`config.mk`:
```
export PLATFORM = sky130hd
export DESIGN_NAME = cpu_dbg_port
export DESIGN_NICKNAME = d
export VERILOG_FILES = /design/src/rtl/dbg_pkg.sv /design/src/rtl/dbg_cmd_decode.sv /design/src/rtl/dbg_step_seq.sv /design/src/rtl/dbg_readback.sv /design/src/rtl/cpu_dbg_port.sv
export SDC_FILE = /design/constraint.sdc
export NUM_CORES = 1
export LEC_CHECK = 0
export BUFFER_PORTS_ARGS = -buffer_cell sky130_fd_sc_hd__buf_2
export CORE_AREA = 4 4 240 242
export CTS_BUF_LIST = sky130_fd_sc_hd__clkbuf_4
export CTS_CLUSTER_SIZE = 25
export DETAILED_ROUTE_END_ITERATION = 8
export DIE_AREA = 0 0 244 246
export PLACE_DENSITY = 0.34
export SKIP_CTS_REPAIR_TIMING = 1
export SLEW_MARGIN = 20
export SYNTH_ARGS = -nofsm -noshare
export SYNTH_HDL_FRONTEND = slang
export SYNTH_HIERARCHICAL = 1
export SYNTH_SLANG_ARGS = --single-unit
```
`constraint.sdc`:
```
create_clock -name clk -period 1.9 [get_ports clk]
set_clock_uncertainty 0.2 [all_clocks]
set_input_delay 0.19 -clock clk [delete_from_list [all_inputs] [get_ports clk]]
set_output_delay 0.19 -clock clk [all_outputs]
set_load 0.02 [all_outputs]
```
`src/rtl/dbg_pkg.sv`:
```
package dbg_pkg;
    localparam int DW    = 32;
    localparam int IDX_W = 6;

    // control word bit positions
    localparam int B_RST  = 6;
    localparam int B_IRQ  = 7;
    localparam int B_STEP = 8;
    localparam int B_RDY  = 9;
    localparam int B_HALT = 10;
    localparam int B_CCLR = 11;

    typedef struct packed {
        logic             halt;
        logic [IDX_W-1:0] idx;
    } ctrl_state_t;

    typedef struct packed {
        logic rst;
        logic irq;
        logic step;
        logic cclr;
    } pulse_t;

    typedef enum logic [1:0] {
        ST_IDLE,
        ST_LEAVE,
        ST_RETURN
    } step_st_t;

    function automatic pulse_t decode_pulses(input logic [DW-1:0] w);
        pulse_t p;
        p.rst  = w[B_RST];
        p.irq  = w[B_IRQ];
        p.step = w[B_STEP] & ~w[B_HALT];
        p.cclr = w[B_CCLR];
        return p;
    endfunction

    function automatic logic [DW-1:0] pack_status(input ctrl_state_t c, input logic rdy);
        logic [DW-1:0] w;
        w             = '0;
        w[IDX_W-1:0]  = c.idx;
        w[B_RDY]      = rdy;
        w[B_HALT]     = c.halt;
        return w;
    endfunction
endpackage

```
`src/rtl/dbg_cmd_decode.sv`:
```
module dbg_cmd_decode
    import dbg_pkg::*;
(
    input  logic          clk,
    input  logic          rst,
    input  logic          wr_ctrl,
    input  logic [DW-1:0] wdata,
    output ctrl_state_t   ctrl_q,
    output pulse_t        pulse_q
);
    pulse_t req;
    assign req = decode_pulses(wdata);

    always_ff @(posedge clk) begin
        if (rst) begin
            ctrl_q  <= '0;
            pulse_q <= '0;
        end else begin
            pulse_q <= wr_ctrl ? req : '0;
            if (wr_ctrl) begin
                // a step keeps the core parked once its instruction retires
                ctrl_q.halt <= wdata[B_HALT] | req.step;
                ctrl_q.idx  <= wdata[IDX_W-1:0];
            end
        end
    end

    p_step_from_write_r5: assert property (@(posedge clk) disable iff (rst)
        pulse_q.step |-> $past(wr_ctrl && wdata[B_STEP] && !wdata[B_HALT]));

    p_reset_one_clock_r3: assert property (@(posedge clk) disable iff (rst)
        (pulse_q.rst && !$past(wr_ctrl)) |-> 1'b0);

    p_halt_holds_r2: assert property (@(posedge clk) disable iff (rst)
        !wr_ctrl |=> $stable(ctrl_q));
endmodule

```
`src/rtl/dbg_step_seq.sv`:
```
module dbg_step_seq
    import dbg_pkg::*;
#(
    parameter int SETTLE = 2
) (
    input  logic clk,
    input  logic rst,
    input  logic wr_ctrl,
    input  logic step_req,
    input  logic halt_lvl,
    input  logic core_halted,
    output logic ready
);
    localparam int CNT_W = (SETTLE < 1) ? 1 : $clog2(SETTLE + 1);

    step_st_t         st_q;
    logic [CNT_W-1:0] settle_q;

    always_ff @(posedge clk) begin
        if (rst) begin
            st_q     <= ST_IDLE;
            settle_q <= '0;
        end else begin
            if (wr_ctrl)
                settle_q <= CNT_W'(SETTLE);
            else if (settle_q != '0)
                settle_q <= settle_q - 1'b1;

            unique case (st_q)
                ST_IDLE:   if (wr_ctrl && step_req) st_q <= ST_LEAVE;
                ST_LEAVE:  if (!core_halted)        st_q <= ST_RETURN;
                ST_RETURN: if (core_halted)         st_q <= ST_IDLE;
                default:                            st_q <= ST_IDLE;
            endcase
        end
    end

    assign ready = (st_q == ST_IDLE) && (settle_q == '0) && core_halted && halt_lvl;

    p_ready_drops_after_write_r8: assert property (@(posedge clk) disable iff (rst)
        wr_ctrl |=> !ready);

    p_no_ready_before_return_r6: assert property (@(posedge clk) disable iff (rst)
        (st_q == ST_LEAVE) |-> !ready);

    p_ready_needs_halt_r10: assert property (@(posedge clk) disable iff (rst)
        ready |-> (core_halted && halt_lvl));
endmodule

```
`src/rtl/dbg_readback.sv`:
```
module dbg_readback
    import dbg_pkg::*;
#(
    parameter int          NPER       = 16,
    parameter logic [15:0] PERIPH_MAP = 16'hF0FF
) (
    input  logic               clk,
    input  logic               rst,
    input  logic [IDX_W-1:0]   idx,
    input  logic [DW-1:0]      core_reg_val,
    input  logic [NPER*DW-1:0] periph_vals,
    output logic [DW-1:0]      data
);
    localparam int SLOT_W = (NPER < 2) ? 1 : $clog2(NPER);
    localparam int HALF   = 2 ** (IDX_W - 1);

    logic [DW-1:0] slot [NPER];

    for (genvar g = 0; g < NPER; g++) begin : g_slot
        if (g < 16 && PERIPH_MAP[g]) begin : g_on
            assign slot[g] = periph_vals[g*DW +: DW];
        end else begin : g_off
            assign slot[g] = '0;
        end
    end

    logic [IDX_W-2:0] off;
    assign off = idx[IDX_W-2:0];

    always_comb begin
        data = '0;
        if (!idx[IDX_W-1])
            data = core_reg_val;
        else if (int'(off) < NPER)
            data = slot[off[SLOT_W-1:0]];
    end

    p_high_unmapped_zero_r9: assert property (@(posedge clk) disable iff (rst)
        (idx[IDX_W-1] && int'(off) >= 16) |-> (data == '0));

    p_core_range_passthru_r8: assert property (@(posedge clk) disable iff (rst)
        (int'(idx) < HALF) |-> (data == core_reg_val));
endmodule

```
`src/rtl/cpu_dbg_port.sv`:
```
module cpu_dbg_port
    import dbg_pkg::*;
#(
    parameter int          ADDR_W     = 8,
    parameter logic [7:0]  CTRL_ADDR  = 8'h60,
    parameter logic [7:0]  DATA_ADDR  = 8'h61,
    parameter int          SETTLE     = 2,
    parameter int          NPER       = 16,
    parameter logic [15:0] PERIPH_MAP = 16'hF0FF
) (
    input  logic               clk,
    input  logic               rst,
    input  logic               bus_we,
    input  logic [ADDR_W-1:0]  bus_addr,
    input  logic [31:0]        bus_wdata,
    output logic [31:0]        bus_rdata,
    output logic               core_halt,
    output logic               core_reset,
    output logic               core_step,
    output logic               core_irq,
    output logic               core_cache_clr,
    output logic [5:0]         core_reg_idx,
    input  logic               core_halted,
    input  logic [31:0]        core_reg_val,
    input  logic [NPER*32-1:0] periph_vals
);
    logic sel_ctrl, sel_data, wr_ctrl, ready;
    ctrl_state_t ctrl_q;
    pulse_t      pulse_q, req;
    logic [DW-1:0] data;

    assign sel_ctrl = (bus_addr == ADDR_W'(CTRL_ADDR));
    assign sel_data = (bus_addr == ADDR_W'(DATA_ADDR));
    assign wr_ctrl  = bus_we && sel_ctrl;
    assign req      = decode_pulses(bus_wdata);

    dbg_cmd_decode u_dec (
        .clk     (clk),
        .rst     (rst),
        .wr_ctrl (wr_ctrl),
        .wdata   (bus_wdata),
        .ctrl_q  (ctrl_q),
        .pulse_q (pulse_q)
    );

    dbg_step_seq #(.SETTLE(SETTLE)) u_seq (
        .clk         (clk),
        .rst         (rst),
        .wr_ctrl     (wr_ctrl),
        .step_req    (req.step),
        .halt_lvl    (ctrl_q.halt),
        .core_halted (core_halted),
        .ready       (ready)
    );

    dbg_readback #(.NPER(NPER), .PERIPH_MAP(PERIPH_MAP)) u_rb (
        .clk          (clk),
        .rst          (rst),
        .idx          (ctrl_q.idx),
        .core_reg_val (core_reg_val),
        .periph_vals  (periph_vals),
        .data         (data)
    );

    always_comb begin
        bus_rdata = '0;
        if (sel_ctrl)      bus_rdata = pack_status(ctrl_q, ready);
        else if (sel_data) bus_rdata = data;
    end

    assign core_halt      = ctrl_q.halt;
    assign core_reg_idx   = ctrl_q.idx;
    assign core_reset     = pulse_q.rst;
    assign core_step      = pulse_q.step;
    assign core_irq       = pulse_q.irq;
    assign core_cache_clr = pulse_q.cclr;

    p_foreign_read_zero_r1: assert property (@(posedge clk) disable iff (rst)
        (!sel_ctrl && !sel_data) |-> (bus_rdata == '0));

    p_foreign_write_ignored_r1: assert property (@(posedge clk) disable iff (rst)
        (bus_we && !sel_ctrl) |=> ($stable(core_halt) && $stable(core_reg_idx) && !core_step));

    p_release_clears_ready_r7: assert property (@(posedge clk) disable iff (rst)
        !core_halt |-> !bus_rdata[B_RDY] || !sel_ctrl);
endmodule

```
Yosys cells after proc, flatten, opt, wreduce, memory -nomap -nowiden --
Index checks and enable logic that the tools add are counted. Widths: inputs -> output; s select.
Cells by class: mux-type cells 13, $lt $le $gt $ge 2, add/subtract/negate cells 1, reductions and logical operators 12, bitwise gates (word level) 5, equal/unequal tests 7
Operator list (number):
- $mux 32 | 6
- $bmux 32 s4 | 1
- $eq 8x7->1 const B | 2
- $mux 2 | 5
- $pmux 2 s3 | 1
- $ge 5x5->1 const B | 1
- $logic_and 1x1->1 | 5
- $lt 5x5->1 const B | 1
- $not 4->5 | 1
- $logic_not 2->1 | 2
- $ne 2x2->1 const B | 2
- $reduce_bool 2->1 | 2
- $reduce_or 2->1 | 2
- $reduce_and 3->1 | 1
- $eq 2x1->1 const B | 1
- $eq 2x2->1 const B | 1
- $ne 2x1->1 const B | 1
- $not 1->1 | 2
- $sub 2x1->2 const B | 1
- $and 1x1->1 | 1
- $or 1x1->1 | 1
Word-level totals: output and inout port bits 43, input bits 588, logic and storage cells 49, flip-flop bits (word level) 15

Longest topological paths before layout --
Gate-level depths: netlist of run 1.
depth after elaboration 8, depth in mapped cells 8, gate-level depth less buffers 5

By module --
The synthesis of run 1 kept the hierarchy.
By module, submodules not included:
- dbg_readback | seq. area each 0.0 sq um, instances 1, area each 3509.6 sq um, cells each 407
- cpu_dbg_port | seq. area each 0.0 sq um, instances 1, area each 568.0 sq um, cells each 79
- dbg_cmd_decode | seq. area each 220.2 sq um, instances 1, area each 379.1 sq um, cells each 33
- dbg_step_seq | seq. area each 80.1 sq um, instances 1, area each 147.6 sq um, cells each 14

Least setup slack after synthesis of run 1 --
No wires, ideal clock.
path type register -> output, start point register, netlist name u_dec/ctrl_q[0], end point output port bus_rdata[20], required time 1.510 ns, cell stages (with the launch flop) 9, path buffers 3, arrival 2.034 ns, path slack -0.524 ns, path through dfxtp_1 clkbuf_2 buf_6 buf_2 mux2i_1 a22o_1 o31ai_1 inv_1 nor3_1
On the way: word-level cells in the longest chain between the ends 8, elaborated cells on any way between the ends 9, classes of those cells order compare (1); mux (7); bitwise (1)
RTL lines:
- $not 4->5 (not written as such) | line dbg_readback.sv:35 | data = slot[off[SLOT_W-1:0]];
- $bmux 32 s4 | line dbg_readback.sv:35
- $mux 32 (not written as such) (2 in series) | line dbg_readback.sv:35
- $mux 32 (*) | line dbg_readback.sv:34 | else if (int'(off) < NPER)
- $mux 32 (*) | line dbg_readback.sv:32 | if (!idx[IDX_W-1])
- net data[20] | line cpu_dbg_port.sv:30 | logic [DW-1:0] data;
- $mux 32 (*) | line cpu_dbg_port.sv:68 | else if (sel_data) bus_rdata = data;
- $mux 32 (*) | line cpu_dbg_port.sv:67 | if (sel_ctrl) bus_rdata = pack_status(ctrl_q, ready);
- end, declared | line cpu_dbg_port.sv:16 | output logic [31:0] bus_rdata,
The timed path passes the listed nets; every way through them passes the cells marked *. The select of a mux whose other input is x is not followed.

Worst setup path in the final report of run 1 --
start point register, netlist name u_dec/ctrl_q[0], end point output port bus_rdata[9]
On the way: word-level cells in the longest chain between the ends 8, elaborated cells on any way between the ends 9, classes of those cells order compare (1); mux (7); bitwise (1)
RTL lines (line):
- $not 4->5 (not written as such) | dbg_readback.sv:35
- $bmux 32 s4 | dbg_readback.sv:35
- $mux 32 (not written as such) (2 in series) | dbg_readback.sv:35
- $mux 32 (*) | dbg_readback.sv:34
- $mux 32 (*) | dbg_readback.sv:32
- net data[9] | cpu_dbg_port.sv:30
- $mux 32 (*) | cpu_dbg_port.sv:68
- $mux 32 (*) | cpu_dbg_port.sv:67
Marked as above.

==> results of run 1 <==
==> registers in the layout (all words and copies together), names as in the netlist <==
register and flops:
u_dec/ctrl_q 7, u_dec/pulse_q 4, u_seq/settle_q 2, u_seq/st_q 2
==> metrics by stage <==
step	total power (W)	cells	cell area, sq um	setup WS [ps]	hold slack, ps
floorplan	0.000648	533	4900	-241	54.6
global placement	0.00127	1815	8860	-713	192
detailed placement	0.00127	1815	8860	-737	200
CTS	0.00148	1819	8890	-1070	-109
global route	0.00164	1841	9940	-881	11.7
finish	0.00153	1842	9950	-795	-7.22
==> cell usage after synthesis, types with 2 or more instances <==
cell type  instances
buf_6             11
nor2_1            10
a21oi_1           33
clkbuf_1          33
buf_12             2
inv_1             25
and2_2             3
nor4_1             2
mux4_2            32
nor3_4             2
o21ai_0           32
nor3_2            18
o31ai_1           32
nand2_1            2
clkbuf_2           2
dfxtp_1           15
nor2b_1           65
buf_2              9
buf_4              3
a22o_1            32
a211oi_1          33
nor3_1            13
mux2_2            32
mux2i_1           78
==> tightest hold or removal path: cells and delay by family <==
kind | cells | cell delay [ps]
mux | 1 | 60
buf+inv | 1 | 90
simple gates | 1 | 90
==> placed cells by master, fill, tap and decap left out, types with 7 or more instances in the layout <==
| cell type | synthesis | routed |
|---|---|---|
| nor3_4 | 2 | 25 |
| a211oi_1 | 33 | 30 |
| mux2i_1 | 78 | 76 |
| inv_1 | 25 | 18 |
| nor2_1 | 10 | 9 |
| buf_6 | 11 | 41 |
| buf_2 | 9 | 450 |
| a21oi_2 | 0 | 27 |
| dfxtp_1 | 15 | 10 |
| nor3_2 | 18 | 7 |
| buf_12 | 2 | 21 |
| dlygate4sd3_1 | 0 | 8 |
| o31ai_2 | 0 | 9 |
| buf_4 | 3 | 88 |
| nor2b_1 | 65 | 63 |
| o31ai_1 | 32 | 12 |
| o31ai_4 | 0 | 11 |
| a22o_1 | 32 | 32 |
| o21ai_1 | 0 | 11 |
| mux2_2 | 32 | 31 |
| o21ai_0 | 32 | 19 |
| mux4_2 | 32 | 32 |
==> final timing paths <==
check / end / depth (start not counted)
hold / removal: u_dec/ctrl_q[3]$_SDFFE_PP0P_ / 3
hold reg to reg: u_seq/settle_q[0]$_SDFFE_PP0P_ / 1
setup / recovery: bus_rdata[9] / 8
setup reg to reg: u_dec/ctrl_q[5]$_SDFFE_PP0P_ / 4
==> power groups by stage <==
stage	Sequential, W	Clock (W)	Combinational (W)
5_1_grt	0.000311	0.000224	0.00111
4_1_cts	0.000313	0.000208	0.000957
3_3_place_gp	0.000321	0	0.000954
6_report	0.000310	0.000199	0.00102
2_1_floorplan	0.000321	0	0.000327
3_5_place_dp	0.000321	0	0.000951
==> area by class of cell <==
| class | instances | area share |
|---|---|---|
| repair buffers | 616 | 0.406 |
| well taps | 748 | 0.0941 |
| diodes | 1 | 0.000252 |
| flip-flops and latches | 15 | 0.0316 |
| inverters | 25 | 0.0101 |
| clock buffers | 4 | 0.00302 |
| multi-input cells | 433 | 0.455 |
==> metal layers <==
metal / share of wire / vias to the layer above / wire (microns)
li1: - / 3183 / -
met1: 0.41 / 3252 / 15700
met2: 0.51 / 340 / 19600
met3: 0.063 / 30 / 2430
met4: 0.015 / 6 / 585
met5: 0.00089 / - / 34
==> cells by family (layout without fill, tap and decap cells) <==
kind of cell	count (synthesis)	in the layout
AO/OA/AOI/OAI	163	163
AND/OR/NAND/NOR	127	127
multiplexers	142	142
other	0	1
buffers and inverters	85	645
flip-flops	15	15
XOR/XNOR	1	1
==> metrics.txt, run 1 <==
crit path cell chain=buf_12 > buf_16 > mux4_2 > a21oi_2 > o31ai_4 > mux2i_1 > nor3_2 > buf_4; Async SR Flop Fraction=0; Slew headroom=0.591; share of cells above drive strength 1=0.726; post-synthesis sequential area ratio=0.0652; Reg clk slew, reported paths=~90 ps; Syn-to-layout area delta=116%; Gate Count Post-Synth=533; Slew Limit Fails=0; Chip Width=roughly 240 microns; IO buf count=481; clock share of power=0.130; final WL=38.4 mm; 1st-pass router iterations=4; Comb power frac=0.666; fin crit share=1.42; Hold Crit Start=bus_wdata[3]; vias per cell=between 3 and 4; aggregate global-route resource usage=0.116; largest family of logic cells by synthesized area=multiplexers; cell area after synthesis=roughly 0.0046 sq mm; post-synthesis mux area share=0.404; Setup violations, final=32; grt met2 use=0.218; Residual DRC=0; row count=86; Seq. cell area=roughly 310 sq um; vias in the first global route=around 7300; area leader, netlist=mux2i_1; Skew-Pair Late Insertion Delay=between 200 and 300 ps; worst-path fanout max=7; Pint=about 0.001 W; GRT Residual Overflow=0; startpoint types=register; power per cell area=roughly 150 mW/mm^2; TritonCTS Buffers=3; first-pass GRT wire length=between 50 and 60 mm; Yosys top cell area share=0.170; # clock sinks=15; Distinct cells, synth=38; Primary FF master, synth=dfxtp_1; Critical Path RT=about 1500 ps; Initial Utilization=0.0836; GPL Wtd Cong=around 0.85; Detail Placement HPWL=around 34 mm; top post-synthesis cells by area=mux2i_1 (17%), mux4_2 (16%), nor2b_1 (8.8%); die height=about 250 microns; Crit path max-delay family=multiplexers; Max clock buf depth=2; Min Hold Slack=-7.22 ps; Max IR drop VDD=108 uV; FMAX=~0.37 GHz; Detail Route Antenna Nets=0; met3 usage=0.0256; Leak=around 4.3 nW; Die Area=approximately 0.06 sq mm; syn_area_per_cell=~8.6 sq um; failing checks=negative hold slack, negative setup slack; Tightest Pin Transition=approximately 610 ps; post-synthesis register bit count=15; final setup margin=-795 ps; run status=finished with violations; Post-Route Utilization=0.181; Net Sw Power=between 0.0005 and 0.0006 W; Worst Setup SP=u_dec/ctrl_q[0]$_SDFFE_PP0P_; # H-tree levels=1; final setup TNS=-20860 ps; Synth Area in Compound Gates=0.240; sequential share of power=0.203; Setup CP Type=register to output port; Ys Warns=6; Adder-Cell Fraction of Synth Area=0; Buf/Inv on CP=3; multi-input logic area=~0.0045 sq mm; I/O Pins=~630; CP arrival=about 2300 ps; Reg2Reg Launch Point=u_dec/ctrl_q[5]$_SDFFE_PP0P_; Root Driver=clkbuf_4; Hold WC Path Type=input port to register; core area=between 0.05 and 0.06 sq mm; largest net degree at the start of global routing=21; XOR/XNOR share of the synthesized area=0.00190; Hold Fails Final Rpt=1; Net Count, Synth=1121; fin nets=1682; Synth Area in Simple Gates=0.189; Reg2Reg Setup Slack=~650 ps; CP peak stage delay=between 500 and 600 ps; busiest grt layer=met2; detailed-route via count=about 7000; M1 GR Usage=0.139; Max-cap violations=0; CTS tree=done; RSZ-0062 raised after global routing=true; Layout fillers=between 6000 and 7000; EDFF count, synth=0; slowest cell on the critical path=mux4_2; Sw Share=0.352; Wirelength per Cell=about 21 microns; final worst path period need=about 2700 ps; critical path endpoint category=output port; drt initial violations=between 150 and 200; initial antenna violation count=11
Power figures use the tool's default switching activity.
==> run 2: changes to the inputs <==
--- a/config.mk
+++ b/config.mk
@@ -12,6 +12,7 @@
 export DETAILED_ROUTE_END_ITERATION = 8
 export DIE_AREA = 0 0 244 246
 export PLACE_DENSITY = 0.34
+export SETUP_SLACK_MARGIN = 0.3
 export SKIP_CTS_REPAIR_TIMING = 1
 export SLEW_MARGIN = 20
 export SYNTH_ARGS = -nofsm -noshare
==> metrics.txt, run 2 (synthesis gave the netlist of run 1 again) <==
Root Driver=clkbuf_4; Tightest Pin Transition=approximately 500 ps; final worst path period need=2840 ps; fin crit share=1.49; Max-cap violations=0; sequential share of power=0.205; slowest cell on the critical path=dfxtp_4; Top reg by flops=u_dec/ctrl_q; Max IR drop VDD=approximately 250 uV; crit path cell chain=buf_12 > buf_4 > buf_6 > mux2i_2 > a22o_1 > o31ai_2 > buf_4 > mux2i_4 > nor3_2 > buf_4; aggregate global-route resource usage=0.114; Min Hold Slack=-14.5 ps; Reg clk slew, reported paths=100 ps; first-pass GRT wire length=around 50 mm; Initial Utilization=0.0836; final setup TNS=-23750 ps; GPL Wtd Cong=between 0.8 and 0.9; Critical Path RT=1510 ps; fin nets=roughly 1700; largest net degree at the start of global routing=43; Setup CP Type=register to output port; placed cells=1792; Seq. cell area=around 310 sq um; Detail Route Antenna Nets=0; Wirelength per Cell=~21 microns; Hold WC Path Type=input port to register; commonest non-fill, non-tap cell in the layout=buf_2; Die Area=about 0.06 sq mm; Net Sw Power=0.000548 W; GRT Residual Overflow=0; Reg2Reg Launch Point=u_dec/ctrl_q[0]$_SDFFE_PP0P_; vias in the first global route=roughly 7200; Leak=4.29 nW; Pint=about 0.00097 W; biggest regs=u_dec/ctrl_q (7), u_dec/pulse_q (4); 1st-pass router iterations=4; area post-placement=0.00869 sq mm; Residual DRC=0; CP peak stage delay=~400 ps; FMAX=about 0.35 GHz; final instance area=0.0100 sq mm; run status=finished with violations; Post-Route Utilization=0.182; Syn-to-layout area delta=117%; Post-Layout Cell Count=about 1800; Worst Setup SP=u_dec/ctrl_q[0]$_SDFFE_PP0P_; Detail Placement HPWL=between 30 and 40 mm; Buf/Inv on CP=5; initial antenna violation count=8; Chip Width=244 microns; TritonCTS Buffers=3; max reg flops=7; drt initial violations=about 170; total chip power=~0.0015 W; vias per cell=3.67; startpoint types=register; final WL=39.1 mm; Hold Fails Final Rpt=2; IO buf count=around 480; # H-tree levels=1; multi-input logic area=~0.0045 sq mm; die height=between 200 and 250 microns; Max clock buf depth=2; Setup violations, final=32; worst-path fanout max=5; Crit path max-delay family=buffers and inverters; detailed-route via count=approximately 6800; failing checks=negative hold slack, negative setup slack; CP arrival=between 2000 and 2500 ps; Sw Share=0.362; Layout fillers=roughly 6300; core area=between 0.05 and 0.06 sq mm; final setup margin=-936 ps; row count=86; # clock sinks=15; share of cells above drive strength 1=0.718; Skew-Pair Late Insertion Delay=290 ps; RSZ-0062 raised after global routing=true; Hold Crit Start=bus_wdata[0]; Slew Limit Fails=0; Slew headroom=0.659; power per cell area=152 mW/mm^2; Comb power frac=0.666; I/O Pins=around 630; clock share of power=0.129; critical path endpoint category=output port; most used cell, CP=buf_4; most frequent cells in the layout=buf_2 (450), buf_4 (80), mux2i_1 (73); CTS tree=done
## run 2: changes by cell type in the layout (fill, tap and decap cells not counted), moves of 4 or more
cell	previous run	this run
buf_8	2	7
clkbuf_16	3	7
inv_1	18	23
o21ai_1	11	7
o31ai_4	11	5
a21oi_2	27	21
buf_4	88	80
## run 2: worst paths after layout
kind / endpoint / cells after the start / slack (ps)
setup / recovery: bus_rdata[3] / 10 / -940
hold / removal: u_dec/ctrl_q[0]$_SDFFE_PP0P_ / 3 / -10
setup reg to reg: u_dec/ctrl_q[0]$_SDFFE_PP0P_ / 7 / 370
hold reg to reg: u_seq/settle_q[0]$_SDFFE_PP0P_ / 1 / 260
## run 2: worst register-to-register path, cell delays in order, from the launching register on
cell	delay [ps]
dfxtp_4	410
buf_12	150
buf_6	110
buf_6	110
buf_12	120
buf_12	140
mux2i_1	120
nor2_1	50
## run 2: power groups by stage
stage	clock, W	sequential (W)	combinational (W)
floorplan	0	0.000321	0.000330
global placement	0	0.000321	0.000933
detailed placement	0	0.000321	0.000934
CTS	0.000197	0.000313	0.000940
global route	0.000208	0.000311	0.00110
finish	0.000196	0.000311	0.00101
## run 2: per-layer routing
layer	wire [microns]	GRT usage
met5	69	0
met4	330	0.00793
met3	2370	0.0214
met2	18100	0.196
met1	18200	0.155
## run 2: through the flow
step / hold slack [ps] / setup slack [ps]
floorplan: 54.6 / -241
global placement: 192 / -891
detailed placement: 198 / -910
CTS: -116 / -1260
global route: 9.26 / -1000
finish: -14.5 / -936
## run 2: layout make-up
class	instances	area share
tap	748	0.0935
antenna	1	0.000250
multi-input combinational	433	0.447
sequential	15	0.0314
clock buffer	3	0.00225
timing repair buffer	617	0.415
inverter	25	0.00938
clock inverter	1	0.000500
